==> src/rtl/dbg_gate_pkg.sv <==
package dbg_gate_pkg;
  typedef enum logic [1:0] {
    ACC_NONE,
    ACC_CTRL,
    ACC_AUTH,
    ACC_OTHER
  } acc_kind_e;
endpackage

==> src/rtl/chal_lfsr.sv <==
module chal_lfsr #(
  parameter int unsigned         W    = 32,
  parameter logic [W-1:0]        TAPS = 32'h8020_0003,
  parameter logic [W-1:0]        SEED = 32'h1ACE_B00C
) (
  input  logic         clk_i,
  input  logic         rst_ni,
  output logic [W-1:0] state_o
);
  logic [W-1:0] lfsr_q, lfsr_d;

  always_comb begin
    lfsr_d = {lfsr_q[W-2:0], ^(lfsr_q & TAPS)};
  end

  always_ff @(posedge clk_i or negedge rst_ni) begin
    if (!rst_ni) lfsr_q <= SEED;
    else         lfsr_q <= lfsr_d;
  end

  assign state_o = lfsr_q;

  // a nonzero seed keeps the challenge source out of the all-zero lockup state
  assert_lfsr_alive_R10: assert property (@(posedge clk_i) disable iff (!rst_ni)
    lfsr_q != '0);
endmodule

==> src/rtl/auth_core.sv <==
module auth_core #(
  parameter int unsigned  W    = 32,
  parameter logic [W-1:0] SEED = 32'h1ACE_B00C
) (
  input  logic         clk_i,
  input  logic         rst_ni,
  input  logic         req_i,
  input  logic [W-1:0] secret_i,
  input  logic [W-1:0] lfsr_i,
  input  logic         resp_we_i,
  input  logic [W-1:0] resp_i,
  input  logic         restart_i,
  output logic         authed_o,
  output logic [W-1:0] chal_o
);
  logic         authed_q, authed_d, authed_en;
  logic [W-1:0] chal_q, chal_d;
  logic         chal_en;
  logic [W-1:0] expect_sum;
  logic         match;

  assign expect_sum = chal_q + secret_i;
  assign match      = (expect_sum == resp_i);

  always_comb begin
    authed_en = 1'b0;
    authed_d  = authed_q;
    chal_en   = 1'b0;
    chal_d    = chal_q;
    if (restart_i) begin
      authed_en = 1'b1;
      authed_d  = 1'b0;
      chal_en   = 1'b1;
      chal_d    = lfsr_i;
    end else if (resp_we_i && req_i) begin
      authed_en = 1'b1;
      authed_d  = match;
      if (!match) begin
        chal_en = 1'b1;
        chal_d  = lfsr_i;
      end
    end
  end

  always_ff @(posedge clk_i or negedge rst_ni) begin
    if (!rst_ni)        authed_q <= 1'b0;
    else if (authed_en) authed_q <= authed_d;
  end

  always_ff @(posedge clk_i or negedge rst_ni) begin
    if (!rst_ni)      chal_q <= SEED;
    else if (chal_en) chal_q <= chal_d;
  end

  assign authed_o = authed_q | ~req_i;
  assign chal_o   = chal_q;

  // a matching response opens the gate on the next cycle
  assert_match_unlocks_R3: assert property (@(posedge clk_i) disable iff (!rst_ni)
    (resp_we_i && req_i && !restart_i && (resp_i == chal_q + secret_i)) |=> authed_o);
  // a wrong response locks and re-rolls the challenge
  assert_miss_rerolls_R4: assert property (@(posedge clk_i) disable iff (!rst_ni)
    (resp_we_i && req_i && !restart_i && (resp_i != chal_q + secret_i)) |=>
      (!authed_o && chal_o != $past(chal_o)));
  // a restart under enforcement relocks
  assert_restart_locks_R7: assert property (@(posedge clk_i) disable iff (!rst_ni)
    (restart_i && req_i) |=> !authed_o);
  // the challenge holds when there is neither a failed attempt nor a restart
  assert_chal_hold_R10: assert property (@(posedge clk_i) disable iff (!rst_ni)
    (!restart_i && !(resp_we_i && req_i && !match)) |=> $stable(chal_o));
  // in bypass the gate always reads as open
  assert_bypass_open_R8: assert property (@(posedge clk_i) disable iff (!rst_ni)
    !req_i |-> authed_o);
endmodule

==> src/rtl/wr_filter.sv <==
module wr_filter
  import dbg_gate_pkg::*;
#(
  parameter int unsigned       ADDR_W    = 7,
  parameter int unsigned       DW        = 32,
  parameter logic [ADDR_W-1:0] CTRL_ADDR = 7'h21,
  parameter logic [ADDR_W-1:0] AUTH_ADDR = 7'h2A,
  parameter int unsigned       ACT_BIT   = 0
) (
  input  logic              clk_i,
  input  logic              rst_ni,
  input  logic              wr_i,
  input  logic [ADDR_W-1:0] addr_i,
  input  logic [DW-1:0]     wdata_i,
  input  logic              authed_i,
  input  logic              req_i,
  output logic              fwd_wr_o,
  output logic              fields_we_o,
  output logic              resp_we_o,
  output logic              restart_o,
  output logic              active_o,
  output logic              err_o
);
  acc_kind_e kind;
  logic      active_q, active_d, active_en;
  logic      err_q, err_d;
  logic      act_bit;

  always_comb begin
    if (!wr_i)                      kind = ACC_NONE;
    else if (addr_i == CTRL_ADDR)   kind = ACC_CTRL;
    else if (addr_i == AUTH_ADDR)   kind = ACC_AUTH;
    else                            kind = ACC_OTHER;
  end

  assign act_bit = wdata_i[ACT_BIT];

  always_comb begin
    active_en   = (kind == ACC_CTRL);
    active_d    = active_en ? act_bit : active_q;
    restart_o   = (kind == ACC_CTRL) && act_bit && !active_q;
    fields_we_o = (kind == ACC_CTRL) && act_bit &&
                  (restart_o ? !req_i : authed_i);
    resp_we_o   = (kind == ACC_AUTH);
    fwd_wr_o    = (kind == ACC_OTHER) && authed_i;
    err_d       = (kind == ACC_OTHER) && !authed_i;
  end

  always_ff @(posedge clk_i or negedge rst_ni) begin
    if (!rst_ni)        active_q <= 1'b0;
    else if (active_en) active_q <= active_d;
  end

  always_ff @(posedge clk_i or negedge rst_ni) begin
    if (!rst_ni) err_q <= 1'b0;
    else         err_q <= err_d;
  end

  assign active_o = active_q;
  assign err_o    = err_q;

  // a locked gate never forwards a write
  assert_locked_no_fwd_R5: assert property (@(posedge clk_i) disable iff (!rst_ni)
    !authed_i |-> !fwd_wr_o);
  // a rejected write is flagged on the next cycle
  assert_reject_flag_R5: assert property (@(posedge clk_i) disable iff (!rst_ni)
    (wr_i && !authed_i && addr_i != CTRL_ADDR && addr_i != AUTH_ADDR) |=> err_o);
  // control fields move only with an open gate
  assert_fields_need_auth_R6: assert property (@(posedge clk_i) disable iff (!rst_ni)
    fields_we_o |-> (authed_i && wr_i));
  // no error follows a write made while open
  assert_open_no_err_R9: assert property (@(posedge clk_i) disable iff (!rst_ni)
    (wr_i && authed_i) |=> !err_o);
endmodule

==> src/rtl/dbg_auth_gate.sv <==
module dbg_auth_gate
  import dbg_gate_pkg::*;
#(
  parameter int unsigned       ADDR_W    = 7,
  parameter int unsigned       DW        = 32,
  parameter logic [ADDR_W-1:0] CTRL_ADDR = 7'h21,
  parameter logic [ADDR_W-1:0] AUTH_ADDR = 7'h2A,
  parameter int unsigned       ACT_BIT   = 0,
  parameter logic [DW-1:0]     LFSR_TAPS = 32'h8020_0003,
  parameter logic [DW-1:0]     LFSR_SEED = 32'h1ACE_B00C
) (
  input  logic              clk_i,
  input  logic              rst_ni,
  input  logic              auth_req_i,
  input  logic [DW-1:0]     secret_i,
  input  logic [ADDR_W-1:0] addr_i,
  input  logic [DW-1:0]     wdata_i,
  input  logic              wr_i,
  input  logic              rd_i,
  output logic [DW-1:0]     rdata_o,
  output logic              fwd_wr_o,
  output logic              ctrl_fields_we_o,
  output logic              active_o,
  output logic              authed_o,
  output logic              wr_err_o
);
  logic [DW-1:0] lfsr_state;
  logic [DW-1:0] chal;
  logic          resp_we;
  logic          restart;
  logic          authed;

  chal_lfsr #(.W(DW), .TAPS(LFSR_TAPS), .SEED(LFSR_SEED)) u_lfsr (
    .clk_i   (clk_i),
    .rst_ni  (rst_ni),
    .state_o (lfsr_state)
  );

  auth_core #(.W(DW), .SEED(LFSR_SEED)) u_core (
    .clk_i     (clk_i),
    .rst_ni    (rst_ni),
    .req_i     (auth_req_i),
    .secret_i  (secret_i),
    .lfsr_i    (lfsr_state),
    .resp_we_i (resp_we),
    .resp_i    (wdata_i),
    .restart_i (restart),
    .authed_o  (authed),
    .chal_o    (chal)
  );

  wr_filter #(
    .ADDR_W(ADDR_W), .DW(DW), .CTRL_ADDR(CTRL_ADDR),
    .AUTH_ADDR(AUTH_ADDR), .ACT_BIT(ACT_BIT)
  ) u_filter (
    .clk_i       (clk_i),
    .rst_ni      (rst_ni),
    .wr_i        (wr_i),
    .addr_i      (addr_i),
    .wdata_i     (wdata_i),
    .authed_i    (authed),
    .req_i       (auth_req_i),
    .fwd_wr_o    (fwd_wr_o),
    .fields_we_o (ctrl_fields_we_o),
    .resp_we_o   (resp_we),
    .restart_o   (restart),
    .active_o    (active_o),
    .err_o       (wr_err_o)
  );

  always_comb begin
    rdata_o = '0;
    if (rd_i && addr_i == AUTH_ADDR) rdata_o = chal;
  end

  assign authed_o = authed;

  // reads of any register other than the response word return zero
  assert_read_zero_R2: assert property (@(posedge clk_i) disable iff (!rst_ni)
    !(rd_i && addr_i == AUTH_ADDR) |-> rdata_o == '0);
endmodule

==> config.mk <==
export PLATFORM = sky130hd
export DESIGN_NAME = dbg_auth_gate
export DESIGN_NICKNAME = d
export VERILOG_FILES = /design/src/rtl/dbg_gate_pkg.sv /design/src/rtl/chal_lfsr.sv /design/src/rtl/auth_core.sv /design/src/rtl/wr_filter.sv /design/src/rtl/dbg_auth_gate.sv
export SDC_FILE = /design/constraint.sdc
export NUM_CORES = 1
export LEC_CHECK = 0
export BUFFER_PORTS_ARGS = -buffer_cell sky130_fd_sc_hd__buf_2
export CAP_MARGIN = 20
export CORE_MARGIN = 3
export CORE_UTILIZATION = 57
export CTS_CLUSTER_SIZE = 24
export DETAILED_ROUTE_END_ITERATION = 10
export PLACE_DENSITY = 0.82
export SLEW_MARGIN = 10
export SYNTH_ARGS = -nofsm -noshare
export SYNTH_HDL_FRONTEND = slang
export SYNTH_HIERARCHICAL = 1
export SYNTH_SLANG_ARGS = --single-unit
==> constraint.sdc <==
create_clock -name clk_i -period 4.6 [get_ports clk_i]
set_input_delay 0.69 -clock clk_i [delete_from_list [all_inputs] [get_ports clk_i]]
set_output_delay 0.69 -clock clk_i [all_outputs]
set_load 0.005 [all_outputs]
Word level (Yosys, flattened, before mapping):

Index checks and enable logic that the tools add are counted.

* register bits: 67
* input bits: 76
* output and inout port bits: 37
* word-level logic and storage cells: 44

* add/sub/neg operators: 1
* equal/unequal tests: 7
* muxes and demuxes: 15
* bitwise gates (word level): 2
* reductions and logical operators: 14

Operator list (number)
* 32-bit two-way mux: 4
* 32-bit adder: 1
* 32-bit equality test: 1
* 32-bit parity: 1
* 7-bit by 6-bit equality test with 1-bit output (second input constant): 2
* 1-bit two-way mux: 9
* 1-bit logical AND: 7
* 2-bit equality test (second input constant): 2
* 2-bit two-way mux: 2
* 1-bit logical NOT: 3
* 3-bit AND reduction: 1
* 2-bit by 1-bit equality test with 1-bit output (second input constant): 1
* 2-bit != test (second input constant): 1
* 2-bit AND reduction: 1
* 2-bit nonzero test: 1
* 1-bit NOT: 1
* 1-bit bitwise OR: 1

Longest topological paths before layout:

* word-level depth: 9
* depth in mapped cells: 12
* gate-level depth less buffers: 11

Modules after synthesis:

Netlist, hierarchy kept.

Modules (own cells, without submodules)
* auth_core: times used 1, cells each 448, area an instance 4021.4 um2, seq. area each 842.1 um2
* chal_lfsr: times used 1, cells each 66, area an instance 1076.0 um2, seq. area each 817.0 um2
* dbg_auth_gate: times used 1, cells each 74, area an instance 511.7 um2, seq. area each 0.0 um2
* wr_filter: times used 1, cells each 17, area an instance 153.9 um2, seq. area each 50.0 um2

Least setup slack after synthesis:

OpenSTA, ideal clock, no wires.

* path kind: input to register
* start point: input secret_i[0]
* end point: register u_core.chal_q[0] (netlist: u_core/chal_o[0])
* setup time: 125 ps
* data arrival time: 3434 ps
* required time: 4475 ps
* setup slack: 1041 ps
* cell stages on the path: 12
* cell sequence: ha_1 -> fa_1 -> a21o_1 -> a21oi_1 -> o221ai_1 -> mux2i_1 -> a2111oi_2 -> nand4_1 -> nor4_4 -> a31oi_4 -> buf_6 -> mux2_4

* cells in the longest elaborated chain, start to end: 6
* elaborated cells between the ends (all ways): 7
* classes of those cells: add/sub (1); eq/ne (2); mux (3); reduce/logical (1)

Ends and longest elaborated chain
* start, declared: line dbg_auth_gate.sv:15 `input logic [DW-1:0] secret_i,`
* 32-bit adder (*): line auth_core.sv:22 `assign expect_sum = chal_q + secret_i;`
* 32-bit equality test (*): line auth_core.sv:23 `assign match = (expect_sum == resp_i);`
* 1-bit two-way mux: line auth_core.sv:38 `if (!match) begin`
* 1-bit two-way mux: line auth_core.sv:35 `end else if (resp_we_i && req_i) begin`
* 1-bit two-way mux: line auth_core.sv:30 `if (restart_i) begin`
* 3-bit AND reduction (no source line) (*)
* end signal, assigned: line auth_core.sv:52 `else if (chal_en) chal_q <= chal_d;`
* end, declared: line auth_core.sv:17 `logic [W-1:0] chal_q, chal_d;`

Every way passes the cells marked *; elsewhere a longest branch is shown, timed or not.
A chain may end at the register's enable or synchronous reset.

Final worst setup path:

* start point: input secret_i[0]
* end point: register u_core.chal_q[30] (netlist: u_core/chal_o[30])

Same word-level chain as after synthesis.

==> impl_metrics.csv <==
group,metric,value,unit
drt,vias,4897,
clock_network,cts_buffer_depth,2,
synth,syn-num-nets,713,
clock_network,h-tree-depth,3,
worst_setup_path,r2r_slack,0.81,ns
global_routing,grt_max_degree,53,
timing,rsz0062_at_grt,"no",
drt,wire_per_inst,20.51,um
floorplan,dieArea,11350,sq um
pwr,irDropWorstVdd,0.2506,mV
worst_setup_path,arrival,4.07,ns
drt,routed_via_density,6.061,
clock_network,hold_buffers,0,
timing,max_freq,260.8,MHz
pwr,powerDensity,225.4,nW/um^2
worst_setup_path,reg2reg_from,"u_core/chal_o[0]",
clock_network,post_cts_resized,0,
drt,highest_layer,"met4",
timing,final.min_clock_period,3.834,ns
clock_network,numCtsBuffers,9,
drt,wl_met2,8002,um
timing,finalSetupViolCount,0,
global_routing,grt_pass1_wl,26200,um
final_layout,nets,778,
worst_setup_path,cp_max_fo,32,
synth,synthCells,605,
synth,synthArstFlopShare,100.0,%
floorplan,core.rowCount,36,
worst_setup_path,end_kind,"flop",
floorplan,ios,113,
floorplan,die_x,106.6,um
floorplan,dieHeight,106.6,um
global_routing,grt_usage,29.88,%
run,maxCapViolations,0,
drt,wl_met1,7137,um
drt,drcViolationCount,0,
drt,wl,16570,um
global_routing,antenna_found_initial,0,
worst_hold_path,hold_path.class,"in2async",
timing,finalHoldViolCount,0,
synth,netlist_top_cells_area,"dfrtp_1 (18%), dfstp_2 (12%), mux2_4 (7.8%)",
clock_network,clk_pin_slew,0.08,ns
synth,yosysTopAreaCellShare,17.80,%
synth,ys_seq_area_share,29.66,%
pwr,leakage,2.750,nW
worst_setup_path,crit_required,4.83,ns
placed_design,hpwlAfterDp,13100,um
timing,setup_tns,0,ns
worst_setup_path,critPathKind,"in2reg",
synth,synth_seq_cells,67,
clock_network,cts_tree,"built",
drt,drtAntennaViolNets,0,
floorplan,core_area,9819,sq um
final_layout,drive_above_1_share,36.74,%
synth,syn-cell-area,5763,sq um
placed_design,portBuffers,112,
clock_network,cts.sinks,67,
drt,wl_met3,1066,um
timing,skew,0.005277,ns
synth,yosys_warnings,6,
worst_setup_path,worstReg2RegEnd,"u_core/chal_o[30]",
timing,slew_viol_final,0,
synth,synth.lib_cells_used.distinct,74,
clock_network,root_buffer,"clkbuf_8",
outcome,status,"complete, no violations",
placed_design,place_congestion,0.9579,
final_layout,synthToLayoutAreaGrowth,10.53,%
global_routing,grt_pass1_vias,4793,
synth,ys_dominant_reg_cell,"dfrtp_1",
timing,worstMarginPinSlew,0.8293,ns
floorplan,initial_utilization,58.69,%
clock_network,clock_latency,0.35,ns
final_layout,diodes,0,
pwr,report.power.total,0.001436,W
synth,synth.avg_cell_area,9.526,sq um
worst_setup_path,crit_path_start_kind,"primary input",
drt,drt-pass1-iter-count,5,
synth,synth_edf_count,0,
drt,dr.first_iter.drc_count,421,
timing,fin_crit_sh,83.36,%
clock_network,post_cts_buffers,0,
synth,synth_top_area_cell,"dfrtp_1",
final_layout,fin_util,64.87,%
global_routing,gr-total-overflow,0,
timing,slew_headroom,44.68,%
worst_setup_path,ff2ff_path_depth,12,
[placed cells by master (no fill, tap or decap), types with 6 or more instances in the layout]
cell type,n
buf_2,112
inv_1,41
dfrtp_1,41
a21oi_1,39
nand2_1,35
nor2_1,32
nor3_2,31
ha_1,31
mux2_4,30
dfstp_2,26
xnor2_1,25
nand4_1,23
o21ai_0,19
xor2_1,19
nor3_1,12
o21ai_1,12
clkbuf_8,10
nand3_1,9
a21o_1,8
o211ai_1,7
a211oi_1,7
buf_4,6
[stage by stage]
stage	setup WS, ns	instance area (sq um)	cells	hold WS, ns
final	0.7657	6370	808	0.2322
after global routing	0.6112	6370	808	0.2403
after CTS	0.8371	6370	808	0.2281
after detailed placement	0.4812	6121	792	0.3586
after global placement	0.4899	6121	792	0.3530
after floorplan	1.041	5763	605	0.3541
[worst max path at each step]
stage | startpoint | to | slack, ns
after detailed placement | secret_i[0] | u_core/chal_o[30] | 0.48
after floorplan | secret_i[0] | u_core/chal_o[0] | 1.04
after global routing | secret_i[0] | u_core/chal_o[21] | 0.61
after CTS | secret_i[0] | u_core/chal_o[30] | 0.84
final | secret_i[0] | u_core/chal_o[30] | 0.77
after global placement | secret_i[0] | u_core/chal_o[26] | 0.49
[registers in the layout, indices dropped and copies added, names as in the netlist]
register	cells
u_lfsr/state_o	32
u_core/chal_o	32
u_filter/err_o	1
u_core/authed_q	1
u_filter/active_o	1
[cells in the mapped netlist, types with 24 or more instances]
cell	number
nand2_1	35
buf_4	33
nor2_1	32
ha_1	31
inv_1	41
nor3_2	31
dfrtp_1	41
dfstp_2	26
mux2_4	30
a21oi_1	39
xnor2_1	25
buf_2	24
[report_power, final]
group / total, W / switching, W / internal [W]
Sequential: 0.000594 / 0.00000202 / 0.000592
Clock: 0.000612 / 0.000236 / 0.000376
Combinational: 0.000231 / 0.000141 / 0.0000893
Total: 0.00144 / 0.000380 / 0.00106
[cell families (layout without fill, tap and decap cells)]
kind of cell    after synthesis  after routing  synth area share (%)
compound gates              149            149                 18.52
xor+xnor                     45             45                 6.969
fa+ha+maj                    32             32                 7.078
buf+inv                     106            176                 10.38
flops                        67             67                 29.66
mux                          38             38                 9.270
simple gates                168            168                 18.13
[final cells by class]
class / instances / area, sq um
multi-input combinational: 432 / 3466
fill: 825 / 3450
sequential: 67 / 1709
timing repair buffer: 119 / 625.6
tap: 133 / 166.4
inverter: 41 / 153.9
clock buffer: 10 / 137.6
clock inverter: 6 / 111.4
[per-layer routing]
metal	GRT usage, %	vias to the layer above
li1	-	2280
met1	40.74	2364
met2	49.14	229
met3	5.343	24
met4	7.945	0
met5	0	-
[worst max-delay path, cell delays in order]
cell      delay [ns]
buf_2           0.10
ha_1            0.23
fa_1            0.42
a21o_1          0.22
nand4_2         0.19
a211oi_2        0.14
o31ai_1         0.49
a21oi_1         0.26
a311o_1         0.41
nor4_4          0.22
a31oi_4         0.14
buf_12          0.23
mux2_4          0.33
No activity file was read; power rests on OpenSTA's default activity.
